$ cat config.mk
export PLATFORM = sky130hd
export DESIGN_NAME = uwire_prom_ctrl
export DESIGN_NICKNAME = d
export VERILOG_FILES = /design/src/rtl/uwire_pkg.sv /design/src/rtl/uwire_clkdiv.sv /design/src/rtl/uwire_shift.sv /design/src/rtl/uwire_prom_ctrl.sv
export SDC_FILE = /design/constraint.sdc
export NUM_CORES = 1
export LEC_CHECK = 0
export BUFFER_PORTS_ARGS = -buffer_cell sky130_fd_sc_hd__buf_4
export CORE_ASPECT_RATIO = 0.8
export CORE_UTILIZATION = 55
export DETAILED_ROUTE_END_ITERATION = 16
export GPL_TIMING_DRIVEN = 0
export PLACE_DENSITY = 0.8
export SETUP_SLACK_MARGIN = 0.1
export SLEW_MARGIN = 30
export SYNTH_ARGS = -nofsm -noshare
export SYNTH_HDL_FRONTEND = slang
export SYNTH_SLANG_ARGS = --single-unit
$ cat constraint.sdc
create_clock -name clk -period 4.15 [get_ports clk]
set_clock_uncertainty 0.05 [all_clocks]
set_input_delay 0.6225 -clock clk [delete_from_list [all_inputs] [get_ports clk]]
set_output_delay 0.6225 -clock clk [all_outputs]
set_load 0.05 [all_outputs]
$ cat src/rtl/uwire_pkg.sv
package uwire_pkg;

    localparam int ADDR_W    = 7;
    localparam int DATA_W    = 8;
    localparam int FRAME_W   = 3 + ADDR_W + DATA_W;
    localparam int CNT_W     = $clog2(FRAME_W + 1);
    localparam int MAC_BYTES = 6;
    localparam int BIDX_W    = $clog2(MAC_BYTES + 1);
    localparam logic [DATA_W-1:0] SIGNATURE = 8'hA5;

    typedef enum logic [2:0] {
        CMD_READ  = 3'd0,
        CMD_EWDS  = 3'd1,
        CMD_EWEN  = 3'd2,
        CMD_WRITE = 3'd3,
        CMD_WRAL  = 3'd4,
        CMD_ERASE = 3'd5,
        CMD_ERAL  = 3'd6,
        CMD_NOP   = 3'd7
    } ucmd_e;

    typedef enum logic [1:0] {ST_IDLE, ST_SHIFT, ST_GAP, ST_POLL} ustate_e;

    typedef struct packed {
        logic [FRAME_W-1:0] bits;   // left aligned, MSB goes out first
        logic [CNT_W-1:0]   nout;   // bits driven, 0 means no wire activity
        logic [CNT_W-1:0]   nin;    // bits sampled after the driven ones
        logic               poll;   // device must be polled for ready
        logic               gated;  // needs the write enable latch
    } uframe_t;

    function automatic uframe_t build_frame(ucmd_e c, logic [ADDR_W-1:0] a,
                                            logic [DATA_W-1:0] d);
        uframe_t f;
        logic [1:0] op;
        logic [ADDR_W-1:0] ad;
        logic with_data;
        logic valid;
        f = '0;
        op = 2'b00;
        ad = a;
        with_data = 1'b0;
        valid = 1'b1;
        case (c)
            CMD_READ:  begin op = 2'b10; f.nin = CNT_W'(DATA_W); end
            CMD_EWDS:  ad = {2'b00, {(ADDR_W-2){1'b0}}};
            CMD_EWEN:  ad = {2'b11, {(ADDR_W-2){1'b0}}};
            CMD_WRITE: begin op = 2'b01; with_data = 1'b1; f.poll = 1'b1; f.gated = 1'b1; end
            CMD_WRAL:  begin ad = {2'b01, {(ADDR_W-2){1'b0}}}; with_data = 1'b1;
                             f.poll = 1'b1; f.gated = 1'b1; end
            CMD_ERASE: begin op = 2'b11; f.poll = 1'b1; f.gated = 1'b1; end
            CMD_ERAL:  begin ad = {2'b10, {(ADDR_W-2){1'b0}}}; f.poll = 1'b1; f.gated = 1'b1; end
            default:   valid = 1'b0;
        endcase
        f.bits = {1'b1, op, ad, (with_data ? d : {DATA_W{1'b0}})};
        if (valid)
            f.nout = with_data ? CNT_W'(FRAME_W) : CNT_W'(3 + ADDR_W);
        return f;
    endfunction

endpackage

$ cat src/rtl/uwire_clkdiv.sv
module uwire_clkdiv #(
    parameter int DIV_W = 8
) (
    input  logic             clk,
    input  logic             rst,
    input  logic             en,
    input  logic [DIV_W-1:0] half,
    output logic             tick
);
    logic [DIV_W-1:0] cnt_q;

    assign tick = en && (cnt_q == half);

    always_ff @(posedge clk) begin
        if (rst || !en || tick) cnt_q <= '0;
        else                    cnt_q <= cnt_q + 1'b1;
    end


    div_range_chk: assert property (@(posedge clk) disable iff (rst)
        (en && $stable(half)) |-> (cnt_q <= half));

endmodule

$ cat src/rtl/uwire_shift.sv
module uwire_shift
    import uwire_pkg::*;
(
    input  logic               clk,
    input  logic               rst,
    input  logic               start,
    input  logic [FRAME_W-1:0] bits,
    input  logic [CNT_W-1:0]   nout,
    input  logic [CNT_W-1:0]   nin,
    input  logic               tick,
    input  logic               din,
    output logic               sk,
    output logic               dout,
    output logic               oe,
    output logic               active,
    output logic               done,
    output logic [DATA_W-1:0]  rx
);
    logic [FRAME_W-1:0] sreg_q;
    logic [CNT_W-1:0]   idx_q, nout_q, last_q;
    logic               act_q, sk_q;
    logic [DATA_W-1:0]  rx_q;
    logic               out_phase;

    assign out_phase = idx_q < nout_q;
    assign done      = act_q && tick && sk_q && (idx_q == last_q);
    assign sk        = sk_q;
    assign dout      = act_q && out_phase && sreg_q[FRAME_W-1];
    assign oe        = act_q && out_phase;
    assign active    = act_q;
    assign rx        = rx_q;

    always_ff @(posedge clk) begin
        if (rst) begin
            sreg_q <= '0; idx_q <= '0; nout_q <= '0; last_q <= '0;
            act_q <= 1'b0; sk_q <= 1'b0; rx_q <= '0;
        end else if (start) begin
            act_q  <= 1'b1;
            sk_q   <= 1'b0;
            sreg_q <= bits;
            idx_q  <= '0;
            nout_q <= nout;
            last_q <= nout + nin - 1'b1;
        end else if (act_q && tick) begin
            if (!sk_q) begin
                sk_q <= 1'b1;                       // rising edge: sample
                if (!out_phase) rx_q <= {rx_q[DATA_W-2:0], din};
            end else begin
                sk_q <= 1'b0;                       // falling edge: advance
                if (idx_q == last_q) act_q <= 1'b0;
                else begin
                    idx_q  <= idx_q + 1'b1;
                    sreg_q <= sreg_q << 1;
                end
            end
        end
    end


    dout_on_low_chk: assert property (@(posedge clk) disable iff (rst)
        (dout != $past(dout)) |-> !sk_q);

endmodule

$ cat src/rtl/uwire_prom_ctrl.sv
module uwire_prom_ctrl
    import uwire_pkg::*;
#(
    parameter int TMO_CYCLES = 7_500_000,   // 30 ms of a 250 MHz clk
    parameter int DIV_W      = 8
) (
    input  logic                     clk,
    input  logic                     rst,
    input  logic [DIV_W-1:0]         sk_half,
    input  logic                     cmd_wr,
    input  logic [31:0]              cmd_wdata,
    output logic [31:0]              cmd_rdata,
    input  logic                     data_wr,
    input  logic [DATA_W-1:0]        data_wdata,
    output logic [DATA_W-1:0]        data_rdata,
    output logic [8*MAC_BYTES-1:0]   mac_addr,
    output logic                     mac_valid,
    output logic                     boot_done,
    output logic                     prom_cs,
    output logic                     prom_sk,
    output logic                     prom_dio_out,
    output logic                     prom_dio_oe,
    input  logic                     prom_dio_in
);
    localparam int TMO_W = $clog2(TMO_CYCLES + 1);

    ustate_e             state_q;
    logic                booting_q, boot_done_q, mac_valid_q, tmo_q, wen_q, cs_q, poll_q;
    logic [BIDX_W-1:0]   boot_idx_q;
    logic [8*MAC_BYTES-1:0] mac_q;
    ucmd_e               cmd_q;
    logic [ADDR_W-1:0]   addr_q;
    logic [DATA_W-1:0]   data_q;
    logic [TMO_W-1:0]    poll_cnt_q;

    ucmd_e               req_cmd;
    logic [ADDR_W-1:0]   req_addr;
    uframe_t             req_fr;
    logic                host_go, launch, busy, tick, sh_done, sh_active;
    logic [DATA_W-1:0]   sh_rx;
    logic                unused_bits;

    assign unused_bits = ^cmd_wdata[27:ADDR_W];
    assign busy = booting_q || (state_q != ST_IDLE);

    always_comb begin
        req_cmd  = booting_q ? CMD_READ : ucmd_e'(cmd_wdata[30:28]);
        req_addr = booting_q ? ADDR_W'(boot_idx_q) : cmd_wdata[ADDR_W-1:0];
        req_fr   = build_frame(req_cmd, req_addr, data_q);
        host_go  = !booting_q && cmd_wr && cmd_wdata[31];
        launch   = (state_q == ST_IDLE) &&
                   (booting_q || (host_go && (req_fr.nout != '0) && !(req_fr.gated && !wen_q)));
    end

    uwire_clkdiv #(.DIV_W(DIV_W)) div_i (
        .clk(clk), .rst(rst), .en((state_q == ST_SHIFT) || (state_q == ST_GAP)),
        .half(sk_half), .tick(tick));

    uwire_shift shift_i (
        .clk(clk), .rst(rst), .start(launch), .bits(req_fr.bits), .nout(req_fr.nout),
        .nin(req_fr.nin), .tick(tick), .din(prom_dio_in), .sk(prom_sk),
        .dout(prom_dio_out), .oe(prom_dio_oe), .active(sh_active), .done(sh_done), .rx(sh_rx));

    always_ff @(posedge clk) begin
        if (rst) begin
            state_q <= ST_IDLE; booting_q <= 1'b1; boot_idx_q <= '0; boot_done_q <= 1'b0;
            mac_valid_q <= 1'b0; mac_q <= '0; cmd_q <= CMD_READ; addr_q <= '0;
            data_q <= '0; tmo_q <= 1'b0; wen_q <= 1'b0; cs_q <= 1'b0; poll_q <= 1'b0;
            poll_cnt_q <= '0;
        end else begin
            if (data_wr && !busy) data_q <= data_wdata;
            case (state_q)
                ST_IDLE: begin
                    if (host_go) begin
                        cmd_q  <= req_cmd;
                        addr_q <= req_addr;
                        tmo_q  <= 1'b0;
                    end
                    if (launch) begin
                        cs_q    <= 1'b1;
                        poll_q  <= req_fr.poll;
                        state_q <= ST_SHIFT;
                    end
                end
                ST_SHIFT: if (sh_done) begin
                    cs_q    <= 1'b0;
                    state_q <= ST_GAP;
                    if (booting_q) begin
                        for (int i = 0; i < MAC_BYTES; i++)
                            if (boot_idx_q == BIDX_W'(i + 1)) mac_q[8*i +: 8] <= sh_rx;
                        if ((boot_idx_q == '0 && sh_rx != SIGNATURE) ||
                            boot_idx_q == BIDX_W'(MAC_BYTES)) begin
                            booting_q   <= 1'b0;
                            boot_done_q <= 1'b1;
                            mac_valid_q <= (boot_idx_q != '0);
                        end
                        boot_idx_q <= boot_idx_q + 1'b1;
                    end else begin
                        if (cmd_q == CMD_READ) data_q <= sh_rx;
                        if (cmd_q == CMD_EWEN) wen_q <= 1'b1;
                        if (cmd_q == CMD_EWDS) wen_q <= 1'b0;
                    end
                end
                ST_GAP: if (tick) begin
                    if (poll_q) begin
                        cs_q       <= 1'b1;
                        poll_cnt_q <= '0;
                        state_q    <= ST_POLL;
                    end else state_q <= ST_IDLE;
                end
                default: begin
                    if (prom_dio_in) begin
                        cs_q <= 1'b0; state_q <= ST_IDLE;
                    end else if (poll_cnt_q == TMO_W'(TMO_CYCLES - 1)) begin
                        tmo_q <= 1'b1; cs_q <= 1'b0; state_q <= ST_IDLE;
                    end else poll_cnt_q <= poll_cnt_q + 1'b1;
                end
            endcase
        end
    end

    assign prom_cs    = cs_q;
    assign data_rdata = data_q;
    assign mac_addr   = mac_q;
    assign mac_valid  = mac_valid_q;
    assign boot_done  = boot_done_q;
    assign cmd_rdata  = {busy, cmd_q, 18'd0, tmo_q, 2'b00, addr_q};


    oe_needs_cs_chk: assert property (@(posedge clk) disable iff (rst)
        prom_dio_oe |-> prom_cs);

    sk_needs_cs_chk: assert property (@(posedge clk) disable iff (rst)
        (prom_sk || sh_active) |-> prom_cs);

    poll_bound_chk: assert property (@(posedge clk) disable iff (rst)
        poll_cnt_q < TMO_W'(TMO_CYCLES));

    busy_hold_chk: assert property (@(posedge clk) disable iff (rst)
        (busy && cmd_wr) |=> ($stable(cmd_q) && $stable(addr_q)));

    valid_after_boot_chk: assert property (@(posedge clk) disable iff (rst)
        mac_valid |-> boot_done);

endmodule

==> impl_results.md <==
* Sequential-to-total area share from yosys stat at 0.4244
* Initial Util at 0.5715
* Final Slew Violations at 0
* Hold WC Path Type: primary input to flop
* Arr. time, crit path at 3970 ps
* Ys Warns at 0
* Die Area at 13240 sq um
* Synthesized flop and latch total at about 150
* Antenna violations before repair at 0
* HP Start: cmd_wdata[29]
* Via count at between 6000 and 7000
* Vias in the first global route at ~5600
* R2R setup slack at 460 ps
* Crit-path cells: clkbuf_2, clkbuf_2, nand2b_1, inv_1, ha_1, or3_1, mux2_2, a211oi_2, o21a_1, buf_2, buf_2, nor2_1, a211oi_1
* Hold depth at 3
* DRT iter0 DRCs at slightly below 700
* Largest cells by area after synthesis: dfxtp_1, mux2i_1, nor2_1
* Max incr delay on CP at between 400 and 500 ps
* Ys async rst share at 0
* Seq pwr share at 0.406
* Gr ovfl total at 0
* Final worst path period share at 0.8894
* Fin nets at between 1000 and 1500
* Xor and xnor area share after synthesis at 0.04736
* Post-synth EDFFs at 0
* Clock Pin Slew Worst Setup and Hold Paths at 60 ps
* Synth Cell Area at ~7000 sq um
* R2R cell count at 13
* Worst-path fanout max at 10
* Die Span X at 128.4 um
* VDD IR max at 0.3386 mV
* DR vias/cell at 5.585
* Layout area overhead at 23.36%
* Avg Cell Area, Syn at 8.851 sq um
* Post-layout minimum cycle time at 3691 ps
* Clk root buf: clkbuf_16
* RSZ-0062 raised after global routing: no
* Post-Synth Adder-Cell Area at 0.03383
* Largest net degree at the start of global routing at 17
* CP startpoint: booting_q$_SDFFE_PP1P_
* CP max-delay cell: a211oi_2
* CTS H-tree lvls at 4
* Max-slew headroom at 0.4909
* Num Clock Sinks at 149
* Post-CTS Setup Inserts at 0
* Io pins at 147
* Setup TNS at 0 ps
* Gpl congestion at between 0.9 and 1
* Worst-Skew Late Latency at between 400 and 500 ps
* CTS Buf Count at 17
* Die Span Y at 103.1 um
* Post-Synthesis Cells at 794
* Buffers added on ports at around 100
* Gate power share at 0.225
* Power per standard cell area at 453.4 nW/um^2
* Dominant synthesized flop cell: dfxtp_1
* Least-Margin Pin Slew at 759.5 ps
* Post-layout power at 0.003931 W
* Final WS setup at about 460 ps
* Run status: complete, no violations
* Critical Path End Type: flop
* Detail Route Antenna Nets at 0
* Yosys top cell by area: dfxtp_1
* Max cap viols at 0
* Antenna Cells at 0
* DR DRC count at 0
* Clock share of power at 0.369
* Most instantiated library cell after synthesis: dfxtp_1
* Hold endpoint: cmd_q[1]$_SDFFE_PP0P_
* GRT Resource Usage Total at 0.2829
* Drt total wl at 18410 um
* Critical path startpoint category: flop
* Cell Count, Final, Fillers Out at 1120
* Net Switching at 0.001315 W
* CTS Buffer Depth at 2
* Main combinational cell family by area after synthesis: simple AND/OR/NAND/NOR gates
* Post-DP HPWL at 13000 um
* Compound-Gate Fraction of Synth Area at 0.1417
* Place WS at roughly 210 ps
* Final hold violations at 0
* CORE AREA at 12300 sq um
* Mux cell area share after synthesis at 0.08706
* Post-placement cell count at 1088
* Top cell types by occurrence after synthesis: dfxtp_1, nor2_1, nand2_1
* FF-to-FF End: shift_i.last_q[3]$_SDFFE_PP0N_
* P_int at around 0.0026 W
* Row Count at 36
* Layout cell share with drive strength beyond 1 at 0.2097
* Final setup viols at 0
* Sw Share at 0.3345
* Routed WL per cell at approximately 16 um
* CP Data Required Time at 4430 ps
* First-pass GRT wire length at 28880 um
* Lkg Pwr at 3.924 nW
* Worst Setup Path Type: flop to flop
* Post-synth top area share at 0.4244
* Reg2reg start: booting_q$_SDFFE_PP1P_
* DRT Pass-1 Iters at 6
* Netlist cell types at 60
* Synth Area in Simple Gates at 0.1989
* Fmax at 270.9 MHz
* CTS tree: built
[final cells by class]
type                            count  area, sq um
Buffer                             74        385.4
Clock buffer                       18        439.2
Clock inverter                     14        120.1
Fill cell                         960         3627
Inverter                           22        82.58
Multi-Input combinational cell    568         3665
Sequential cell                   149         2983
Tap cell                          171        214.0
Timing Repair Buffer              104        780.7
[metal layers]
metal	global-route usage	wire length (um)
met2	0.4241	7966
met1	0.4071	8471
met4	0.08597	231
met3	0.06020	1741
met5	0	0
[critical path, delay by kind of cell, from the launching register on]
family	cells	cell delay (ps)
fa+ha+maj	1	260
compound gates	3	830
buf+inv	5	1110
mux	1	330
simple gates	3	670
flops	1	340
[metrics by stage]
step,hold slack [ps],utilization,cell area (sq um)
3_3_place_gp,393.8,0.6582,8094
6_report,409.4,0.7050,8670
5_1_grt,416.7,0.7050,8670
4_1_cts,410.8,0.7041,8658
3_5_place_dp,405.7,0.6582,8094
2_1_floorplan,394.5,-,7099
[cells in the final DEF, fill, tap and decap left out, types with 5 or more instances in the layout]
cell and count:
dfxtp_1 149, buf_4 127, nor2_1 110, nand2_1 67, mux2i_1 60, a21oi_1 42, clkbuf_1 34, xor2_1 30
a211oi_1 23, inv_1 22, o21ai_0 22, conb_1 20, ha_1 19, nand3_1 17, clkbuf_16 17, buf_2 14
or3_1 11, nor3_1 11, nand2b_1 10, and3_1 10, and2_1 8, xnor2_1 8, o211ai_1 8, a311oi_1 7
a22oi_1 7, o2111ai_1 6, clkinvlp_4 6, nand4_1 5
[power by group through the flow]
stage	logic, W	clock network (W)	registers (W)
floorplan	0.000630	0	0.00162
global placement	0.000836	0	0.00162
detailed placement	0.000853	0	0.00163
CTS	0.000865	0.00145	0.00160
global route	0.000964	0.00152	0.00161
finish	0.000884	0.00145	0.00160
[kinds of logic after synthesis]
kind of cell    after synthesis
fa+ha+maj                    19
simple gates                283
compound gates              147
flops                       149
xor+xnor                     38
mux                          61
other cells                   1
buf+inv                      96
[state kept, by name, indices dropped and copies added (netlist names), 2 cells and up]
name and cells:
mac_addr 48, poll_cnt_q 23, shift_i.sreg_q 18, data_rdata 8, div_i.cnt_q 8, shift_i.rx 8
addr_q 7, shift_i.idx_q 5, shift_i.last_q 4, boot_idx_q 3, cmd_q 3, shift_i.nout_q 3
state_q 2
[what timing repair did]
| action | in CTS | in global routing |
|---|---|---|
| gates resized for setup | 1 | 5 |
| hold buffers | 0 | 0 |
| gates cloned | 0 | 0 |
| endpoints found under the setup margin | 2 | 40 |
[how the worst max path moves through the flow]
stage | to | slack, ps | cells past startpoint
2_1_floorplan | shift_i.nout_q[4]$_SDFFE_PP0N_ | 840 | 13
3_3_place_gp | shift_i.sreg_q[10]$_SDFFE_PP0P_ | 210 | 12
3_5_place_dp | shift_i.last_q[3]$_SDFFE_PP0N_ | 210 | 13
4_1_cts | shift_i.sreg_q[8]$_SDFFE_PP0P_ | 150 | 12
5_1_grt | shift_i.nout_q[3]$_SDFFE_PP0N_ | 220 | 12
6_report | shift_i.last_q[3]$_SDFFE_PP0N_ | 460 | 13
No activity file was read; power rests on OpenSTA's default activity.
